File: src/rtl/igate_pkg.sv
// Package: shared widths, decision kinds and event type codes for the gate.
// Assumes: the external-interrupt event type is encoded as 0.
package igate_pkg;
    localparam int unsigned TYPE_W = 3;
    localparam logic [TYPE_W-1:0] EVT_EXTERNAL = '0;

    typedef enum logic [2:0] {
        DK_NONE,   // no request, or nothing to do
        DK_HOLD,   // slot already occupied
        DK_REDO,   // re-inject interrupted event
        DK_NEW,    // deliver new interrupt
        DK_WAIT    // delivery blocked, open window
    } decide_t;
endpackage

File: src/rtl/igate_decide.sv
// Module: combinational priority decision for one entry request.
// Assumes: inputs are stable in the cycle entry_req is high.
module igate_decide #(
    parameter int unsigned BLK_W = 2
) (
    input  logic             entry_req,
    input  logic             irq_pending,
    input  logic             slot_busy,
    input  logic             redo_valid,
    input  logic             core_ie,
    input  logic [BLK_W-1:0] block_bits,
    output igate_pkg::decide_t kind,
    output logic             win_set
);
    import igate_pkg::*;

    logic can_deliver;
    assign can_deliver = core_ie && (block_bits == '0);

    // Purpose: pick the single action for this entry, re-injection before new.
    always_comb begin
        kind = DK_NONE;
        if (entry_req) begin
            if (slot_busy)         kind = DK_HOLD;
            else if (redo_valid)   kind = DK_REDO;
            else if (!irq_pending) kind = DK_NONE;
            else if (can_deliver)  kind = DK_NEW;
            else                   kind = DK_WAIT;
        end
    end

    // Purpose: request a window whenever a pending interrupt is left waiting.
    always_comb begin
        win_set = (kind == DK_WAIT) ||
                  (((kind == DK_HOLD) || (kind == DK_REDO)) && irq_pending);
    end
endmodule

File: src/rtl/igate_slot_reg.sv
// Module: registers the slot write fields and the acknowledge pulse.
// Assumes: kind is DK_NONE outside entry cycles; fields read 0 when not written.
module igate_slot_reg #(
    parameter int unsigned VEC_W = 8,
    parameter int unsigned EC_W  = 32,
    parameter int unsigned LEN_W = 4
) (
    input  logic                     clk,
    input  logic                     rst_n,
    input  igate_pkg::decide_t       kind,
    input  logic [VEC_W-1:0]         irq_vector,
    input  logic [VEC_W-1:0]         redo_vector,
    input  logic [igate_pkg::TYPE_W-1:0] redo_type,
    input  logic                     redo_has_ec,
    input  logic [EC_W-1:0]          redo_ec,
    input  logic [LEN_W-1:0]         redo_len,
    output logic                     slot_wr,
    output logic [VEC_W-1:0]         slot_vector,
    output logic [igate_pkg::TYPE_W-1:0] slot_type,
    output logic [LEN_W-1:0]         slot_len,
    output logic                     slot_ec_wr,
    output logic [EC_W-1:0]          slot_ec,
    output logic                     ack
);
    import igate_pkg::*;

    // Purpose: produce one-cycle slot write and acknowledge from the decision.
    always_ff @(posedge clk) begin
        if (!rst_n) begin
            slot_wr     <= 1'b0;
            slot_vector <= '0;
            slot_type   <= '0;
            slot_len    <= '0;
            slot_ec_wr  <= 1'b0;
            slot_ec     <= '0;
            ack         <= 1'b0;
        end else begin
            slot_wr     <= 1'b0;
            slot_vector <= '0;
            slot_type   <= '0;
            slot_len    <= '0;
            slot_ec_wr  <= 1'b0;
            slot_ec     <= '0;
            ack         <= 1'b0;
            case (kind)
                DK_REDO: begin
                    slot_wr     <= 1'b1;
                    slot_vector <= redo_vector;
                    slot_type   <= redo_type;
                    slot_len    <= redo_len;
                    slot_ec_wr  <= redo_has_ec;
                    slot_ec     <= redo_has_ec ? redo_ec : '0;
                end
                DK_NEW: begin
                    slot_wr     <= 1'b1;
                    slot_vector <= irq_vector;
                    slot_type   <= EVT_EXTERNAL;
                    ack         <= 1'b1;
                end
                default: ;
            endcase
        end
    end
endmodule

File: src/rtl/igate_window.sv
// Module: holds the request-window enable between set and exit events.
// Assumes: a set and an exit on the same edge leave the window open.
module igate_window (
    input  logic clk,
    input  logic rst_n,
    input  logic win_set,
    input  logic win_exit,
    output logic win_en
);
    // Purpose: set on a deferred request, clear on window exit.
    always_ff @(posedge clk) begin
        if (!rst_n)        win_en <= 1'b0;
        else if (win_set)  win_en <= 1'b1;
        else if (win_exit) win_en <= 1'b0;
    end
endmodule

File: src/rtl/irq_entry_gate.sv
// Module: top of the interrupt delivery gate; decides per entry request
// whether to hold, re-inject, deliver new, or defer with a window.
// Assumes: entry_req is a single-cycle strobe; irq_vector is valid with irq_pending.
module irq_entry_gate #(
    parameter int unsigned VEC_W = 8,
    parameter int unsigned EC_W  = 32,
    parameter int unsigned LEN_W = 4,
    parameter int unsigned BLK_W = 2
) (
    input  logic                 clk,
    input  logic                 rst_n,
    input  logic                 entry_req,
    input  logic                 irq_pending,
    input  logic [VEC_W-1:0]     irq_vector,
    input  logic                 slot_busy,
    input  logic                 redo_valid,
    input  logic [VEC_W-1:0]     redo_vector,
    input  logic [2:0]           redo_type,
    input  logic                 redo_has_ec,
    input  logic [EC_W-1:0]      redo_ec,
    input  logic [LEN_W-1:0]     redo_len,
    input  logic                 core_ie,
    input  logic [BLK_W-1:0]     block_bits,
    input  logic                 win_exit,
    output logic                 slot_wr,
    output logic [VEC_W-1:0]     slot_vector,
    output logic [2:0]           slot_type,
    output logic [LEN_W-1:0]     slot_len,
    output logic                 slot_ec_wr,
    output logic [EC_W-1:0]      slot_ec,
    output logic                 ack,
    output logic                 win_en
);
    igate_pkg::decide_t kind;
    logic               win_set;

    igate_decide #(.BLK_W(BLK_W)) u_decide (
        .entry_req  (entry_req),
        .irq_pending(irq_pending),
        .slot_busy  (slot_busy),
        .redo_valid (redo_valid),
        .core_ie    (core_ie),
        .block_bits (block_bits),
        .kind       (kind),
        .win_set    (win_set)
    );

    igate_slot_reg #(.VEC_W(VEC_W), .EC_W(EC_W), .LEN_W(LEN_W)) u_slot (
        .clk        (clk),
        .rst_n      (rst_n),
        .kind       (kind),
        .irq_vector (irq_vector),
        .redo_vector(redo_vector),
        .redo_type  (redo_type),
        .redo_has_ec(redo_has_ec),
        .redo_ec    (redo_ec),
        .redo_len   (redo_len),
        .slot_wr    (slot_wr),
        .slot_vector(slot_vector),
        .slot_type  (slot_type),
        .slot_len   (slot_len),
        .slot_ec_wr (slot_ec_wr),
        .slot_ec    (slot_ec),
        .ack        (ack)
    );

    igate_window u_window (
        .clk     (clk),
        .rst_n   (rst_n),
        .win_set (win_set),
        .win_exit(win_exit),
        .win_en  (win_en)
    );
endmodule

File: config.mk
export PLATFORM = sky130hd
export DESIGN_NAME = irq_entry_gate
export DESIGN_NICKNAME = d
export VERILOG_FILES = /design/src/rtl/igate_pkg.sv /design/src/rtl/igate_decide.sv /design/src/rtl/igate_slot_reg.sv /design/src/rtl/igate_window.sv /design/src/rtl/irq_entry_gate.sv
export SDC_FILE = /design/constraint.sdc
export NUM_CORES = 1
export LEC_CHECK = 0
export CELL_PAD_IN_SITES_DETAIL_PLACEMENT = 1
export CELL_PAD_IN_SITES_GLOBAL_PLACEMENT = 1
export CORE_MARGIN = 5
export CORE_UTILIZATION = 23
export DETAILED_ROUTE_END_ITERATION = 7
export PLACE_DENSITY = 0.86
export SETUP_SLACK_MARGIN = 0.02
export SLEW_MARGIN = 5
export SYNTH_ARGS = -nofsm -noshare
export SYNTH_HDL_FRONTEND = slang
export SYNTH_SLANG_ARGS = --single-unit
File: constraint.sdc
create_clock -name clk -period 1.5 [get_ports clk]
set_input_delay 0.375 -clock clk [delete_from_list [all_inputs] [get_ports clk]]
set_output_delay 0.375 -clock clk [all_outputs]
set_load 0.05 [all_outputs]
# After elaboration in Yosys (flattened, before gate mapping)
# Cells that the tools add are included.
# totals
reg_bits	51
latchBits	0
ramBits	0
romBits	0
inputBits	66
output_inout_bits	51
wordCells	31
memories	0
# classes
n_addsub	0
multipliers	0
n_div	0
n_lt_le_gt_ge	0
eq_ne	4
shifts	0
n_mux	10
n_bitwise	0
reduce_logical	9
# op_table
op	count
$pmux 8 s2	1
$mux 3	5
$eq 3x2->1 const B	2
$mux 1	4
$eq 3x1->1 const B	1
$eq 3x3->1 const B	1
$reduce_and 3->1	1
$logic_and 1x1->1	2
$logic_not 2->1	1
$logic_or 1x1->1	2
$reduce_and 2->1	1
$reduce_bool 2->1	1
$reduce_or 2->1	1

# Longest topological paths before layout
# Gate-level depths: netlist of the first run.
# logic_depth
ltp_word	12
depth_mapped	5
mapped_depth_nobuf	3

# Cells and area by module
# Synthesis of the first run repeated with hierarchy kept, for this count alone.
# unflattened
hier_cells	133
area_unflattened_um2	1587.8
# by_module_without_submodules
module	instances	cells_each	area_per_inst_um2	seq_area_each_um2
igate_slot_reg	1	118	1467.7	1001.0
igate_decide	1	12	78.8	0.0
igate_window	1	3	41.3	20.0

# Worst setup path before layout of the first run
# No wires, ideal clock.
# synth_path
path_kind	input to register
from	in rst_n
to	reg u_slot.slot_ec[11]
setup_ns	0.115
arrival_time_ns	1.121
required_ns	1.385
slack_ns	0.264
stages	5
n_path_buf	2
path_cell_list	and3b_1 -> buf_4 -> and3_4 -> buf_6 -> and2_1
# synth_via
elab_chain_cells	1
# synth_rtl
element	line_no	source
start: declaration	irq_entry_gate.sv:11	input logic rst_n,
$reduce_and 3->1 (no source line)	n/a	
end signal: assignment	igate_slot_reg.sv:52	slot_ec <= redo_has_ec ? redo_ec : '0;
end: declaration	igate_slot_reg.sv:22	output logic [EC_W-1:0] slot_ec,
# Every way passes these cells.
# A chain may end at the register's enable or synchronous reset.

# Worst setup path after layout of the first run
# layout_path
from	in redo_valid
to	reg u_slot.slot_vector[7]
# layout_via
elab_chain_cells	5
word_cells_on_any_way	6
classes_between	2 x eq/ne; 4 x mux
# layout_rtl
element	line_no	source
start: declaration	irq_entry_gate.sv:16	input logic redo_valid,
$mux 3 (*)	igate_decide.sv:25	else if (redo_valid) kind = DK_REDO;
$mux 3 (*)	igate_decide.sv:24	if (slot_busy) kind = DK_HOLD;
$mux 3 (*)	igate_decide.sv:23	if (entry_req) begin
$eq 3x2->1	igate_slot_reg.sv:45	case (kind)
$pmux 8 s2 (*)	igate_slot_reg.sv:45	
end signal: assignment	igate_slot_reg.sv:48	slot_vector <= redo_vector;
end signal: assignment	igate_slot_reg.sv:56	slot_vector <= irq_vector;
end: declaration	igate_slot_reg.sv:18	output logic [VEC_W-1:0] slot_vector,
# Mark *: on every way between the ends. The rest lies on a longest branch, timed or not.

==> impl_metrics.csv, run 1 <==
group,metric,value,unit
synthesis,synth-simple-area-share,22.9,%
synthesis,avgSynthCellArea,12.1,um2
setup_path,reg2reg_depth,2,
detailed_routing,wire_per_inst,15.2,um
setup_path,reg2reg_to,"u_window.win_en",
timing,hold_viol_final,0,
synthesis,synth_cells,125,
cts,post_cts_buffers,0,
finish,layout-drive-gt1-share,27.7,%
global_route,grt_pass1_wl,7620,um
timing,skew,0,ns
pwr,p_leak,1.37,nW
synthesis,yosysMostFrequentCell,"dfxtp_1",
synthesis,synth_top_area_share,67.7,%
cts,path_clk_slew,0.09,ns
placed_design,port_buffers,116,
cts,cts_tree,"done",
detailed_routing,wl_met2,2710,um
hold_path,worstHoldPathType,"register to register",
timing,fin_crit,1.37,ns
synthesis,synth_seq_cells,51,
floorplan,dieArea,8280,um2
timing,setup_violations,0,
floorplan,die_h,91.0,um
synthesis,ys_seq_area_share,67.7,%
timing,rsz0062_at_grt,"no",
pwr,vdd_ir_drop_max,0.412,mV
synthesis,synth_xor_xnor_area_share,0,%
timing,timing.fmax,0.730,GHz
placed_design,gp_congestion,0.700,
detailed_routing,remaining_drc_errors,0,
run,maxCapViolCount,0,
pwr,p_total,2.67,mW
synthesis,synth.area.mux_share,0,%
floorplan,core_area,6350,um2
cts,cts_made_buffers,5,
detailed_routing,viasPerCell,4.17,
synthesis,ys_top_cells_by_area,"dfxtp_1 (68%), and2_1 (13%), a32oi_1 (4.6%), and3_1 (3.3%), nor2_1 (2.2%)",
synthesis,synth_fa_ha_area_share,0,%
timing,tightestPinTransition,0.388,ns
cts,clk_path_buf_depth,2,
cts,root_buffer,"clkbuf_8",
detailed_routing,highest_layer,"met4",
setup_path,critPathCaptureType,"register",
finish,fin_nets,315,
status,status,"finished, final reports clean",
cts,clock-sinks,51,
timing,drv_slew,0,
timing,final.period_utilization,91.4,%
setup_path,timing.rr.start,"u_window.win_en",
detailed_routing,final_antenna_net_count,0,
floorplan,die_x,91.0,um
synthesis,synth_top_family_by_area,"simple AND/OR/NAND/NOR gates",
synthesis,synth_warnings,0,
synthesis,synth_top_cell_by_area,"dfxtp_1",
cts,post_cts_resized,0,
finish,fin_cells,326,
synthesis,synthFlopType,"dfxtp_1",
global_route,antenna_found_initial,0,
synthesis,synthTopCellsByCount,"dfxtp_1 (51), and2_1 (32), nor2_1 (9)",
timing,holdWs,0.559,ns
setup_path,worstPathArrival,1.59,ns
floorplan,initial_utilization,23.8,%
hold_path,min_from,"u_window.win_en",
setup_path,worstPathRequired,1.72,ns
synthesis,async_reset_ff_share,0,%
cts,hold_buffers,0,
cts,htree_levels,2,
detailed_routing,wl_met1,1650,um
hold_path,min_to,"u_window.win_en",
pwr,powerDensity,789,nW/um2
finish,final.fill_count,621,
detailed_routing,dr.pass1.iters,2,
hold_path,hold_depth,2,
detailed_routing,met3_length,546,um
timing,tns,0,ns
global_route,grt_pass1_vias,1441,
finish,antennaDiodeCount,0,
synthesis,synth_edf_count,0,
placed_design,dp.cells,319,
placed_design,place_hpwl,4220,um
global_route,grt_use_total,11.8,%
setup_path,cp-start-kind,"input port",
global_route,grt_max_degree,34,
finish,area_growth,125,%
synthesis,synth_compound_area_share,5.31,%
synthesis,syn_nets,191,
synthesis,syn-cell-area,1510,um2
setup_path,path_class,"input port to register",
setup_path,rrSetupSlack,0.84,ns
detailed_routing,first_iter_violations,20,
detailed_routing,wirelength,4950,um
floorplan,rows,29,
global_route,grt_overflow,0,
detailed_routing,vias,1359,
setup_path,path_max_fanout,8,
timing,relSlewSlack,74.1,%
cts,clk_latency,0.29,ns
floorplan,io_pins,117,
synthesis,ys_types,17,
[report_power, final]
part | switching [mW] | internal, mW
registers | 0.0159 | 1.37
logic | 0.127 | 0.243
clock network | 0.428 | 0.488
total | 0.571 | 2.10
[through the flow]
stage	setup WS (ns)	util (%)	instance area [um2]
finish	0.130	53.4	3390
global route	0.0406	53.4	3390
CTS	0.111	53.4	3390
detailed placement	-0.206	51.7	3280
global placement	-0.123	51.7	3280
floorplan	0.264	-	1510
[worst max-delay path, cell delays in order]
cell and delay, ns:
clkdlybuf4s50_1 0.43, nor4b_2 0.32, buf_4 0.21, a32oi_1 0.11
nor2_1 0.16
[cells in the final DEF, fill, tap and decap left out, drive strengths merged]
cell	count
clkdlybuf4s50	65
buf	60
dfxtp	51
and2	32
nor2	9
and3	9
a32oi	8
clkbuf	5
nand3b	2
and3b	1
nor4b	1
nor2b	1
nand3	1
o21ai	1
a21oi	1
clkinvlp	1
bufinv	1
[state kept, by name (all words and copies together) (netlist names)]
name / cells
u_slot.slot_len: 4
u_slot.ack: 1
u_slot.slot_ec_wr: 1
u_slot.slot_vector: 8
u_slot.slot_ec: 32
u_slot.slot_type: 3
u_slot.slot_wr: 1
u_window.win_en: 1
[how the worst max path moves through the flow]
stage / start / endpoint / slack, ns
global placement: rst_n / u_slot.slot_ec[8] / -0.12
finish: redo_valid / u_slot.slot_vector[7] / 0.13
floorplan: rst_n / u_slot.slot_ec[11] / 0.26
detailed placement: redo_valid / u_slot.slot_vector[7] / -0.21
CTS: redo_valid / u_slot.slot_vector[7] / 0.11
global route: redo_valid / u_slot.slot_vector[7] / 0.04
[cell families after synthesis]
kind of cell,count (synthesis)
AND/OR/NAND/NOR,56
flip-flops,51
buffers and inverters,8
AO/OA/AOI/OAI,10
[layer usage]
layer  up-vias  GRT usage (%)
met5         -              0
met4         0           2.93
met3         6           5.45
met2        74           22.8
met1       623           11.1
li1        656              -
[final cells by class]
| class | instances | area [um2] | share of cell area, % |
|---|---|---|---|
| Clock inverter | 2 | 37.5 | 1.11 |
| Tap cell | 77 | 96.3 | 2.84 |
| Multi-Input combinational cell | 66 | 425 | 12.6 |
| Clock buffer | 5 | 68.8 | 2.03 |
| Timing Repair Buffer | 125 | 1740 | 51.3 |
| Sequential cell | 51 | 1020 | 30.1 |
Power figures use the tool's default switching activity.
==> run 2: changes to the inputs <==
clock period = 1.56 ns   (was 1.5 ns; I/O delays follow)
==> impl_metrics.csv, run 2 (same netlist as run 1, synthesis figures left out) <==
group,metric,value,unit
global_route,antenna_found_initial,0,
floorplan,dieArea,8280,um2
cts,post_cts_resized,0,
cts,htree_levels,2,
placed_design,port_buffers,116,
setup_path,worstPathArrival,1.64,ns
timing,fin_crit,1.40,ns
timing,drv_slew,0,
run,maxCapViolCount,0,
finish,area_growth,124,%
cts,path_clk_slew,0.09,ns
detailed_routing,final_antenna_net_count,0,
cts,clk_path_buf_depth,2,
cts,clock-sinks,51,
global_route,grt_pass1_vias,1437,
status,status,"finished, final reports clean",
finish,top_regs,"u_slot.slot_ec x32, u_slot.slot_vector x8, u_slot.slot_len x4",
detailed_routing,wire_per_inst,15.2,um
timing,skew,0,ns
setup_path,critPathCaptureType,"register",
pwr,p_int,1.91,mW
finish,layout-drive-gt1-share,27.7,%
detailed_routing,wirelength,4960,um
cts,root_buffer,"clkbuf_8",
cts,clk_latency,0.29,ns
floorplan,initial_utilization,23.8,%
setup_path,path_cells,"clkdlybuf4s50_1, and3b_1, and3_4, and2_1",
pwr,p_sw_share,22.9,%
setup_path,rrSetupSlack,0.94,ns
hold_path,hold_depth,2,
timing,tightestPinTransition,0.422,ns
cts,post_cts_buffers,0,
finish,final_common_cell,"clkdlybuf4s50_1",
global_route,grt_pass1_wl,7520,um
detailed_routing,viasPerCell,4.17,
floorplan,die_x,91.0,um
hold_path,worstHoldPathType,"register to register",
finish,multi_input_area,425,um2
finish,antennaDiodeCount,0,
detailed_routing,dr.pass1.iters,2,
timing,rsz0062_at_grt,"no",
timing,hold_viol_final,0,
finish,fin_nets,314,
floorplan,rows,29,
finish,fin_util,53.1,%
timing,timing.fmax,0.713,GHz
pwr,switching_power,568,uW
pwr,p_clk_share,31.9,%
finish,area.sequential,1020,um2
timing,relSlewSlack,71.8,%
detailed_routing,remaining_drc_errors,0,
setup_path,timing.rr.start,"u_window.win_en",
placed_design,gp_congestion,0.692,
setup_path,crit_slowest_cell,"clkdlybuf4s50_1",
global_route,grt_max_degree,34,
finish,regMostFlops,"u_slot.slot_ec",
detailed_routing,first_iter_violations,17,
hold_path,min_to,"u_window.win_en",
setup_path,path_class,"input port to register",
cts,hold_buffers,0,
finish,layout_common_cells,"clkdlybuf4s50_1 (65), buf_12 (51), dfxtp_1 (51)",
cts,cts_made_buffers,5,
pwr,powerDensity,736,nW/um2
timing,setup_violations,0,
timing,final.period_utilization,89.9,%
setup_path,worstSetupStartpoint,"rst_n",
pwr,power_frac_seq,53.7,%
finish,final.fill_count,641,
setup_path,reg2reg_to,"u_window.win_en",
detailed_routing,vias,1358,
placed_design,place_hpwl,4210,um
global_route,grt_overflow,0,
setup_path,critical_path.max_stage_delay,0.50,ns
setup_path,cp-start-kind,"input port",
pwr,p_leak,1.36,nW
cts,cts_tree,"done",
pwr,comb_power_share,14.4,%
finish,largest_reg_flops,32,
floorplan,core_area,6350,um2
global_route,grt_use_total,11.4,%
floorplan,die_h,91.0,um
pwr,p_total,2.48,mW
setup_path,reg2reg_depth,2,
floorplan,io_pins,117,
pwr,vdd_ir_drop_max,0.383,mV
hold_path,min_from,"u_window.win_en",
setup_path,worstPathRequired,1.80,ns
setup_path,path_max_fanout,33,
## run 2: changes by cell type in the layout (fill, tap and decap cells not counted), sizes merged
cell,previous run,this run
buf,60,59
clkbuf,5,6
clkinv,0,1
bufinv,1,0
## run 2: worst max-delay path: cells and delay by family
family | cells | cell delay (ns)
simple gates | 3 | 0.74
buf+inv | 1 | 0.50
## run 2: power groups by stage
| stage | clock network, mW | logic [mW] | registers [mW] |
|---|---|---|---|
| after detailed placement | 0 | 0.361 | 1.36 |
| after global routing | 0.875 | 0.375 | 1.34 |
| final | 0.792 | 0.357 | 1.33 |
| after global placement | 0 | 0.352 | 1.36 |
| after floorplan | 0 | 0.0428 | 1.42 |
| after CTS | 0.826 | 0.362 | 1.33 |
## run 2: per-layer routing
metal  routed length, um  share of wire [%]  up-vias  track usage (%)
li1                    -                  -      655                -
met1                1830                 37      626             11.3
met2                2640                 53       73             21.6
met3                 447                9.0        4             5.04
met4                  42               0.85        0             2.69
met5                   0                  0        -                0
## run 2: cell type report
cell class                 instances  share of cell area (%)
clock inverter                     2                   0.482
timing repair buffer             124                    51.3
sequential                        51                    30.3
clock buffer                       6                    2.45
multi-input combinational         66                    12.6
tap                               77                    2.86
## run 2: how the worst max path moves through the flow
stage               slack (ns)            endpoint
global route              0.11  u_slot.slot_ec[16]
finish                    0.16  u_slot.slot_ec[12]
detailed placement       -0.18  u_slot.slot_ec[25]
floorplan                 0.31  u_slot.slot_ec[11]
CTS                       0.14  u_slot.slot_ec[15]
global placement         -0.09     u_window.win_en
## run 2: through the flow
stage	setup TNS (ns)	instances	setup slack [ns]	hold WS [ns]	area (um2)
global placement	-3.12	318	-0.0912	0.511	3270
detailed placement	-6.10	318	-0.177	0.524	3270
floorplan	0	125	0.309	0.512	1510
CTS	0	326	0.142	0.543	3370
global route	0	326	0.107	0.566	3370
finish	0	326	0.158	0.535	3370
==> run 3: changes to the inputs <==
CAP_MARGIN = 10   (was default)
==> results of run 3 <==
No change in the layout: final DEF, timing and power equal those of run 2.
